**src/rtl/wpack_pkg.sv**
```systemverilog
// Package: shared types for the byte-serial write packer.
// Assumes nothing beyond the standard language.
package wpack_pkg;
    // Word width mode selected by the wide_sel input
    typedef enum logic {
        MODE_HALF = 1'b0,   // word built from half the lanes
        MODE_FULL = 1'b1    // word built from all lanes
    } wpack_mode_e;
endpackage

```
**src/rtl/wpack_edge.sv**
```systemverilog
// Module: wpack_edge
// Brings the asynchronous capture strobe into the clock domain through
// SYNC_STAGES flops and flags each rising edge for one cycle.
// Assumes the strobe stays high and low for at least two clocks each.
module wpack_edge #(
    parameter int SYNC_STAGES = 2
) (
    input  logic clk,
    input  logic rst_n,
    input  logic strobe_in,
    output logic rise
);
    logic [SYNC_STAGES-1:0] sync_q;
    logic                   prev_q;

    // Purpose: shift the strobe through the synchroniser and keep the last level
    always_ff @(posedge clk) begin
        if (!rst_n) begin
            sync_q <= '0;
            prev_q <= 1'b0;
        end else begin
            sync_q <= {sync_q[SYNC_STAGES-2:0], strobe_in};
            prev_q <= sync_q[SYNC_STAGES-1];
        end
    end

    // Purpose: rising edge = synchronised level high, previous level low
    always_comb rise = sync_q[SYNC_STAGES-1] & ~prev_q;
endmodule

```
**src/rtl/wpack_seq.sv**
```systemverilog
// Module: wpack_seq
// Counts qualified bytes of the current word, picks the lane for each
// byte (most significant first), and decides completion and abort.
// Assumes LANES is an even number of at least 2.
module wpack_seq
    import wpack_pkg::*;
#(
    parameter int LANES = 4,
    parameter int CNT_W = 2
) (
    input  logic             clk,
    input  logic             rst_n,
    input  logic             rise,
    input  logic             oe_n,
    input  logic             dir,
    input  wpack_mode_e      mode,
    output logic             take,
    output logic             done,
    output logic             clear,
    output logic [CNT_W-1:0] lane_sel,
    output logic [CNT_W-1:0] cnt
);
    localparam logic [CNT_W-1:0] LAST_FULL = CNT_W'(LANES - 1);
    localparam logic [CNT_W-1:0] LAST_HALF = CNT_W'(LANES / 2 - 1);

    wpack_mode_e      mode_q;
    logic             qual;
    logic [CNT_W-1:0] last;

    // Purpose: decode qualification, abort, capture and lane choice
    always_comb begin
        qual     = !oe_n && dir;
        clear    = !qual || (mode != mode_q);
        last     = (mode == MODE_FULL) ? LAST_FULL : LAST_HALF;
        take     = rise && !clear;
        done     = take && (cnt == last);
        lane_sel = last - cnt;
    end

    // Purpose: advance, wrap or drop the byte count; remember the mode
    always_ff @(posedge clk) begin
        if (!rst_n) begin
            cnt    <= '0;
            mode_q <= MODE_FULL;
        end else begin
            mode_q <= mode;
            if (clear || done) begin
                cnt <= '0;
            end else if (take) begin
                cnt <= cnt + 1'b1;
            end
        end
    end
endmodule

```
**src/rtl/wpack_lanes.sv**
```systemverilog
// Module: wpack_lanes
// Holds one byte register per lane of the partial word, merges the
// incoming byte, and loads the finished word with a one-cycle strobe.
// Assumes take/done/clear come from wpack_seq in the same cycle.
module wpack_lanes #(
    parameter int BYTE_W = 8,
    parameter int LANES  = 4,
    parameter int CNT_W  = 2
) (
    input  logic                    clk,
    input  logic                    rst_n,
    input  logic [BYTE_W-1:0]       byte_in,
    input  logic                    take,
    input  logic                    done,
    input  logic                    clear,
    input  logic [CNT_W-1:0]        lane_sel,
    output logic [LANES*BYTE_W-1:0] word_out,
    output logic                    word_vld
);
    logic [BYTE_W-1:0]       lane_q [LANES];
    logic [LANES*BYTE_W-1:0] word_nxt;

    for (genvar i = 0; i < LANES; i++) begin : g_lane
        logic hit;
        // Purpose: flag that this lane receives the incoming byte
        always_comb hit = take && (lane_sel == CNT_W'(i));

        // Purpose: store this lane's byte; empty it on abort or completion
        always_ff @(posedge clk) begin
            if (!rst_n || clear || done) begin
                lane_q[i] <= '0;
            end else if (hit) begin
                lane_q[i] <= byte_in;
            end
        end

        // Purpose: lane value including a byte arriving this cycle
        always_comb word_nxt[i*BYTE_W +: BYTE_W] = hit ? byte_in : lane_q[i];
    end

    // Purpose: publish the finished word and raise the valid strobe
    always_ff @(posedge clk) begin
        if (!rst_n) begin
            word_out <= '0;
            word_vld <= 1'b0;
        end else begin
            word_vld <= done;
            if (done) begin
                word_out <= word_nxt;
            end
        end
    end
endmodule

```
**src/rtl/wpack_top.sv**
```systemverilog
// Module: wpack_top
// Packs qualified bytes from a narrow write bus into a 16- or 32-bit
// word (selectable) for a wide downstream device.
// Assumes byte_in, oe_n and dir are stable around each capture edge.
module wpack_top
    import wpack_pkg::*;
#(
    parameter int BYTE_W      = 8,
    parameter int WORD_W      = 32,
    parameter int SYNC_STAGES = 2,
    localparam int LANES      = WORD_W / BYTE_W,
    localparam int CNT_W      = $clog2(LANES)
) (
    input  logic              clk,
    input  logic              rst_n,
    input  logic [BYTE_W-1:0] byte_in,
    input  logic              cap_pulse,
    input  logic              oe_n,
    input  logic              dir,
    input  logic              wide_sel,
    output logic [WORD_W-1:0] word_out,
    output logic              word_vld,
    output logic [CNT_W-1:0]  byte_cnt
);
    logic             rise;
    logic             take;
    logic             done;
    logic             clear;
    logic [CNT_W-1:0] lane_sel;
    wpack_mode_e      mode;

    // Purpose: map the width select pin onto the mode type
    always_comb mode = wpack_mode_e'(wide_sel);

    wpack_edge #(.SYNC_STAGES(SYNC_STAGES)) u_edge (
        .clk       (clk),
        .rst_n     (rst_n),
        .strobe_in (cap_pulse),
        .rise      (rise)
    );

    wpack_seq #(.LANES(LANES), .CNT_W(CNT_W)) u_seq (
        .clk      (clk),
        .rst_n    (rst_n),
        .rise     (rise),
        .oe_n     (oe_n),
        .dir      (dir),
        .mode     (mode),
        .take     (take),
        .done     (done),
        .clear    (clear),
        .lane_sel (lane_sel),
        .cnt      (byte_cnt)
    );

    wpack_lanes #(.BYTE_W(BYTE_W), .LANES(LANES), .CNT_W(CNT_W)) u_lanes (
        .clk      (clk),
        .rst_n    (rst_n),
        .byte_in  (byte_in),
        .take     (take),
        .done     (done),
        .clear    (clear),
        .lane_sel (lane_sel),
        .word_out (word_out),
        .word_vld (word_vld)
    );
endmodule

```
**config.mk**
```make
export PLATFORM = sky130hd
export DESIGN_NAME = wpack_top
export DESIGN_NICKNAME = d
export VERILOG_FILES = /design/src/rtl/wpack_pkg.sv /design/src/rtl/wpack_edge.sv /design/src/rtl/wpack_seq.sv /design/src/rtl/wpack_lanes.sv /design/src/rtl/wpack_top.sv
export SDC_FILE = /design/constraint.sdc
export NUM_CORES = 1
export LEC_CHECK = 0
export ABC_CLOCK_PERIOD_IN_PS = 2700
export BUFFER_PORTS_ARGS = -buffer_cell sky130_fd_sc_hd__buf_2
export CORE_AREA = 2 2 85 107
export CTS_BUF_LIST = sky130_fd_sc_hd__clkbuf_8
export DETAILED_ROUTE_END_ITERATION = 8
export DIE_AREA = 0 0 87 109
export PLACE_DENSITY_LB_ADDON = 0.3
export SETUP_SLACK_MARGIN = 0.1
export SLEW_MARGIN = 0
export SYNTH_ARGS = -nofsm -noshare
export SYNTH_HDL_FRONTEND = slang
export SYNTH_SLANG_ARGS = --single-unit
```
**constraint.sdc**
```tcl
create_clock -name clk -period 2.7 [get_ports clk]
set_input_delay 0.27 -clock clk [delete_from_list [all_inputs] [get_ports clk]]
set_output_delay 0.27 -clock clk [all_outputs]
set_load 0.02 [all_outputs]
```
==> flow_summary.json, run 1 <==
{
  "status": "complete, no violations",
  "setup_viol": 0,
  "post-route-min-period_ns": 1.69,
  "synth_flop_cell": "dfxtp_1",
  "hp-class": "input pin to flip-flop",
  "use_met1_pct": 13.7,
  "maxSlewHeadroom_pct": 56.5,
  "postCtsSetupBuffers": 0,
  "rsz0062_at_grt": "no",
  "ys_warn_count": 0,
  "synth_area_per_cell_um2": 10.7,
  "grtUsageTotal_pct": 11.8,
  "syn_inst": 233,
  "synthesis.area_mm2": 0.00249,
  "cts_buffer_depth": 2,
  "synth_most_common_cell": "nand2_1",
  "drv_slew": 0,
  "start_kind": "flip-flop",
  "hold_violations": 0,
  "tns_ns": 0,
  "synth_seq_area_share_pct": 60.3,
  "coreArea_mm2": 0.00851,
  "n_fill_cell": 876,
  "async_flop_share_pct": 0,
  "avgRoutedWirePerCell_um": 13.4,
  "die_y_um": 109,
  "die_w_um": 87,
  "viasPerCell": 4.45,
  "fin_cells": 387,
  "synth_cell_types": 26,
  "start_util_pct": 29.3,
  "placementRows": 38,
  "final_antenna_net_count": 0,
  "cts_made_buffers": 9,
  "synth_edf_count": 24,
  "dp.cells": 371,
  "grt_pass1_vias": 1706,
  "drt_wl_total_um": 5170,
  "use_met2_pct": 18.3,
  "num_antenna_cells": 0,
  "drt-initial-drc-count": 79,
  "crit_path_end_kind": "flip-flop",
  "antenna_found_initial": 0,
  "insertion_delay_ns": 0.34,
  "cts-root-buf": "clkbuf_8",
  "ios": 49,
  "dieArea_mm2": 0.00948,
  "synth_common_cells": "67 x nand2_1, 39 x dfxtp_1, 32 x mux2i_1, 24 x edfxtp_1, 24 x nor3_1",
  "grt_max_degree": 70,
  "post-route-period-util_pct": 62.4,
  "vdd_drop_max_v": 0.000242,
  "hpwl_um": 3650,
  "vias": 1723,
  "grt-busiest-layer": "met2",
  "cts_tree": "done",
  "syn-num-nets": 247,
  "final_nets": 296,
  "critPathKind": "flip-flop to flip-flop",
  "ctsResizeCount": 0,
  "syn_to_final_growth_pct": 19.4,
  "clkSlewWorstSetupHoldPaths_ns": 0.07,
  "drc": 0,
  "overflow": 0,
  "drive_above_1_share_pct": 23.3,
  "fin_skew_ns": 0.00711,
  "yosys-top-cells-area": "dfxtp_1 31%, edfxtp_1 29%, mux2i_1 13%",
  "p_leak_nw": 1.45,
  "arrival_ns": 1.69,
  "worst_pin_slew_ns": 0.652,
  "dr.pass1.iters": 4,
  "cts.sinks": 63,
  "worst_hold_slack_ns": 0.134,
  "yosys.area.top_type_share_pct": 31.3,
  "max-cap-violations": 0,
  "port_buffers": 48,
  "critPathRequiredTime_ns": 2.70,
  "met3_usage_pct": 3.48,
  "grt_pass1_wl_um": 8290,
  "postCtsHoldBufs": 0,
  "cp_max_fo": 14,
  "place_congestion": 0.783,
  "htreeDepth": 3,
  "powerDensity_mw_per_mm2": 592,
  "yosys.area.top_type": "dfxtp_1",
  "ys_ff_latch": 63,
  "fmax_mhz": 593
}
==> cell usage in the layout (no fill, tap or decap) <==
cell and n:
buf_4 4, and3_1 1, nand4_1 2, dfxtp_1 39, xnor2_2 1, inv_1 12
o21ai_1 1, nand3b_1 2, a21bo_2 1, nand2_1 67, edfxtp_1 24, nor2_1 1
and4bb_2 1, nand2b_1 1, and3b_1 2, a31o_2 1, buf_2 48, and2_1 4
clkinv_1 2, xnor2_1 3, nand3_1 1, nor3b_1 1, a21oi_1 1, mux2i_1 32
nor3_1 24, clkbuf_8 11
==> power by group <==
group          internal (mW)  leakage, nW  switching, mW  total (mW)
logic                 0.0193        0.750         0.0450      0.0643
clock network          0.367       0.0982          0.329       0.696
registers              0.996        0.603        0.00563        1.00
total                   1.38         1.45          0.379        1.76
==> per-stage QoR <==
stage          area [um2]  power, mW  setup WS [ns]  util (%)
4_1_cts              2980       1.79           1.04      35.0
6_report             2980       1.76           1.01      35.0
3_5_place_dp         2810       1.09           1.05      33.0
3_3_place_gp         2810       1.09           1.14      33.0
2_1_floorplan        2490       1.06           1.14         -
5_1_grt              2980       1.84          0.847      35.0
==> flip-flops by register name, indices dropped and copies added, names as in the netlist <==
name,cells
u_edge.prev_q,1
u_edge.sync_q,2
u_lanes.lane_q,24
u_lanes.word_out,32
u_lanes.word_vld,1
u_seq.cnt,2
u_seq.mode_q,1
==> area by class of cell <==
cell class | instances | area (um2) | area share, %
sequential | 63 | 1500 | 50.5
multi-input combinational | 147 | 875 | 29.4
clock inverter | 5 | 18.8 | 0.631
tap | 100 | 125 | 4.21
clock buffer | 11 | 151 | 5.09
timing repair buffer | 52 | 270 | 9.08
inverter | 9 | 33.8 | 1.14
==> critical path, stage by stage, from the launching register on <==
cell and delay [ns]:
dfxtp_1 0.59, nand3b_1 0.37, nand2_1 0.39
==> layer usage <==
| layer | wire, um | share of wire, % | up-vias |
|---|---|---|---|
| li1 | - | - | 887 |
| met1 | 2170 | 42 | 775 |
| met2 | 2580 | 50 | 42 |
| met3 | 216 | 4.2 | 19 |
| met4 | 207 | 4.0 | 0 |
| met5 | 0 | 0 | - |
==> cells by family after synthesis <==
group / synth area share, %
XOR/XNOR: 1.71
AO/OA/AOI/OAI: 1.15
multiplexers: 12.9
flip-flops: 60.3
AND/OR/NAND/NOR: 19.4
buffers and inverters: 4.62
==> path summary, 6_finish.rpt <==
kind,to,slack (ns),depth (start not counted),from
setup / recovery,u_lanes.lane_q[2][6],1.01,2,u_seq.cnt[0]
hold / removal,u_edge.sync_q[0],0.13,2,cap_pulse
setup reg to reg,u_lanes.lane_q[2][6],1.01,2,u_seq.cnt[0]
hold reg to reg,u_edge.sync_q[1],0.45,1,u_edge.sync_q[0]
No activity file was read; power rests on OpenSTA's default activity.
==> inputs of run 2 (changes only) <==
--- a/config.mk
+++ b/config.mk
@@ -5,7 +5,7 @@
 export SDC_FILE = /design/constraint.sdc
 export NUM_CORES = 1
 export LEC_CHECK = 0
-export ABC_CLOCK_PERIOD_IN_PS = 2700
+export ABC_CLOCK_PERIOD_IN_PS = 1500
 export BUFFER_PORTS_ARGS = -buffer_cell sky130_fd_sc_hd__buf_2
 export CORE_AREA = 2 2 85 107
 export CTS_BUF_LIST = sky130_fd_sc_hd__clkbuf_8
==> constraint.sdc (replaced) <==
create_clock -name clk -period 1.5 [get_ports clk]
set_input_delay 0.15 -clock clk [delete_from_list [all_inputs] [get_ports clk]]
set_output_delay 0.15 -clock clk [all_outputs]
set_load 0.02 [all_outputs]
==> flow_summary.json, run 2 (synthesis results as in run 1) <==
{
  "grt_max_degree": 70,
  "drc": 0,
  "post-route-period-util_pct": 90.8,
  "grt_pass1_vias": 1674,
  "fmax_mhz": 734,
  "crit_path_end_kind": "flip-flop",
  "seq_power_share_pct": 55.1,
  "fin_skew_ns": 0.0127,
  "final_nets": 305,
  "placementRows": 38,
  "clkPwrFrac_pct": 40.9,
  "cp_top_family": "simple AND/OR/NAND/NOR gates",
  "drt-initial-drc-count": 110,
  "dp.cells": 374,
  "drt_wl_total_um": 5530,
  "avgRoutedWirePerCell_um": 14.0,
  "port_buffers": 48,
  "tns_ns": 0,
  "cpMaxStageDelayCell": "and4bb_4",
  "post-place-ws_ns": 0.0667,
  "num_antenna_cells": 0,
  "cts_buffer_depth": 2,
  "hold_violations": 0,
  "r2r_start": "u_edge.prev_q",
  "power_frac_comb_pct": 4.0,
  "max_stage_delay_ns": 0.34,
  "clkSlewWorstSetupHoldPaths_ns": 0.07,
  "cts_tree": "done",
  "grt_pass1_wl_um": 8420,
  "start_util_pct": 29.3,
  "cts_made_buffers": 9,
  "final_common_cell": "nand2_1",
  "hpwl_um": 3690,
  "fin_cells": 396,
  "final_util_pct": 37.2,
  "path_buf_inv": 2,
  "htreeDepth": 3,
  "vdd_drop_max_v": 0.000413,
  "cp_max_fo": 9,
  "antenna_found_initial": 0,
  "critPathRequiredTime_ns": 1.73,
  "place_area_mm2": 0.00285,
  "worst_hold_slack_ns": 0.0656,
  "r2r_end": "u_lanes.word_out[12]",
  "finalPower_mw": 3.27,
  "cts.sinks": 63,
  "ff2ff_path_depth": 5,
  "multiInputGateArea_um2": 912,
  "final_area_mm2": 0.00317,
  "vias": 1822,
  "grtUsageTotal_pct": 12.1,
  "ios": 49,
  "setup_ws_ns": 0.138,
  "path_depth": 5,
  "maxSlewHeadroom_pct": 55.1,
  "power.switching_mw": 0.703,
  "syn_to_final_growth_pct": 27.2,
  "status": "complete, no violations",
  "largest_reg_flops": 32,
  "reg2reg_slack_ns": 0.14,
  "coreArea_mm2": 0.00851,
  "worstSetupStartpoint": "u_edge.prev_q",
  "rsz0062_at_grt": "yes",
  "hp-class": "input pin to flip-flop",
  "drv_slew": 0,
  "dr.pass1.iters": 4,
  "critPathKind": "flip-flop to flip-flop",
  "viasPerCell": 4.60,
  "die_y_um": 109,
  "die_w_um": 87,
  "crit_end": "u_lanes.word_out[12]",
  "post-route-min-period_ns": 1.36,
  "cp_cell_sequence": "and4bb_4 > nand4_1 > buf_6 > clkbuf_16 > mux2i_1",
  "regArea_mm2": 0.00150,
  "overflow": 0,
  "start_kind": "flip-flop",
  "insertion_delay_ns": 0.34,
  "setup_viol": 0,
  "n_fill_cell": 873,
  "dieArea_mm2": 0.00948,
  "final_antenna_net_count": 0,
  "worst_pin_slew_ns": 0.673,
  "reg.largest.list": "u_lanes.word_out: 32 flops, u_lanes.lane_q: 24 flops",
  "arrival_ns": 1.59,
  "p_leak_nw": 1.55,
  "power.internal_mw": 2.57,
  "cts-root-buf": "clkbuf_8",
  "powerDensity_mw_per_mm2": 1030,
  "regMostFlops": "u_lanes.word_out",
  "swShare_pct": 21.5,
  "max-cap-violations": 0,
  "place_congestion": 0.717,
  "most-common-layout-cells": "66 x nand2_1, 48 x buf_2, 37 x dfxtp_1, 32 x mux2i_1",
  "drive_above_1_share_pct": 26.7
}
## run 2: changes by cell type in the layout (fill, tap and decap cells not counted), moves of 2 or more
cell	delta
inv_1	+2
dfxtp_1	-2
dfxtp_2	+2
clkbuf_16	+2
buf_12	+3
buf_4	+2
clkbuf_8	-2
## run 2: worst min path at each step
stage | depth (start not counted) | from | endpoint
after floorplan | 1 | wide_sel | u_seq.mode_q
after global placement | 2 | cap_pulse | u_edge.sync_q[0]
after detailed placement | 2 | cap_pulse | u_edge.sync_q[0]
after CTS | 3 | byte_in[3] | u_lanes.word_out[3]
after global routing | 3 | byte_in[6] | u_lanes.word_out[6]
final | 3 | byte_in[4] | u_lanes.word_out[4]
## run 2: what timing repair did
item,4_1_cts,5_1_grt
resized for setup,3,10
endpoints found under the setup margin,44,74
gates cloned,0,2
buffers inserted,0,3
hold buffers,1,0
pin swaps,0,2
hold endpoints to repair,1,0
## run 2: power by group through the flow
stage / Combinational (mW) / Sequential (mW) / Clock, mW
finish: 0.132 / 1.80 / 1.34
global route: 0.146 / 1.80 / 1.45
CTS: 0.129 / 1.80 / 1.39
detailed placement: 0.125 / 1.84 / 0
global placement: 0.124 / 1.84 / 0
floorplan: 0.0738 / 1.84 / 0
## run 2: tightest hold or removal path, delay by kind of cell
family | cells | cell delay (ns)
buffers and inverters | 1 | 0.11
and+or+nand+nor | 1 | 0.05
muxes | 1 | 0.05
## run 2: per-layer routing
layer	routed length, um	global-route usage [%]	vias up
li1	-	-	905
met1	2300	14.3	865
met2	2770	18.4	41
met3	265	4.09	11
met4	191	8.48	0
met5	0	0	-
## run 2: final cells by class
| class | instances | area share [%] |
|---|---|---|
| Clock buffer | 9 | 3.91 |
| Clock inverter | 7 | 1.66 |
| Inverter | 9 | 1.07 |
| Multi-Input combinational cell | 147 | 28.8 |
| Sequential cell | 63 | 47.5 |
| Tap cell | 100 | 3.95 |
| Timing Repair Buffer | 61 | 13.2 |
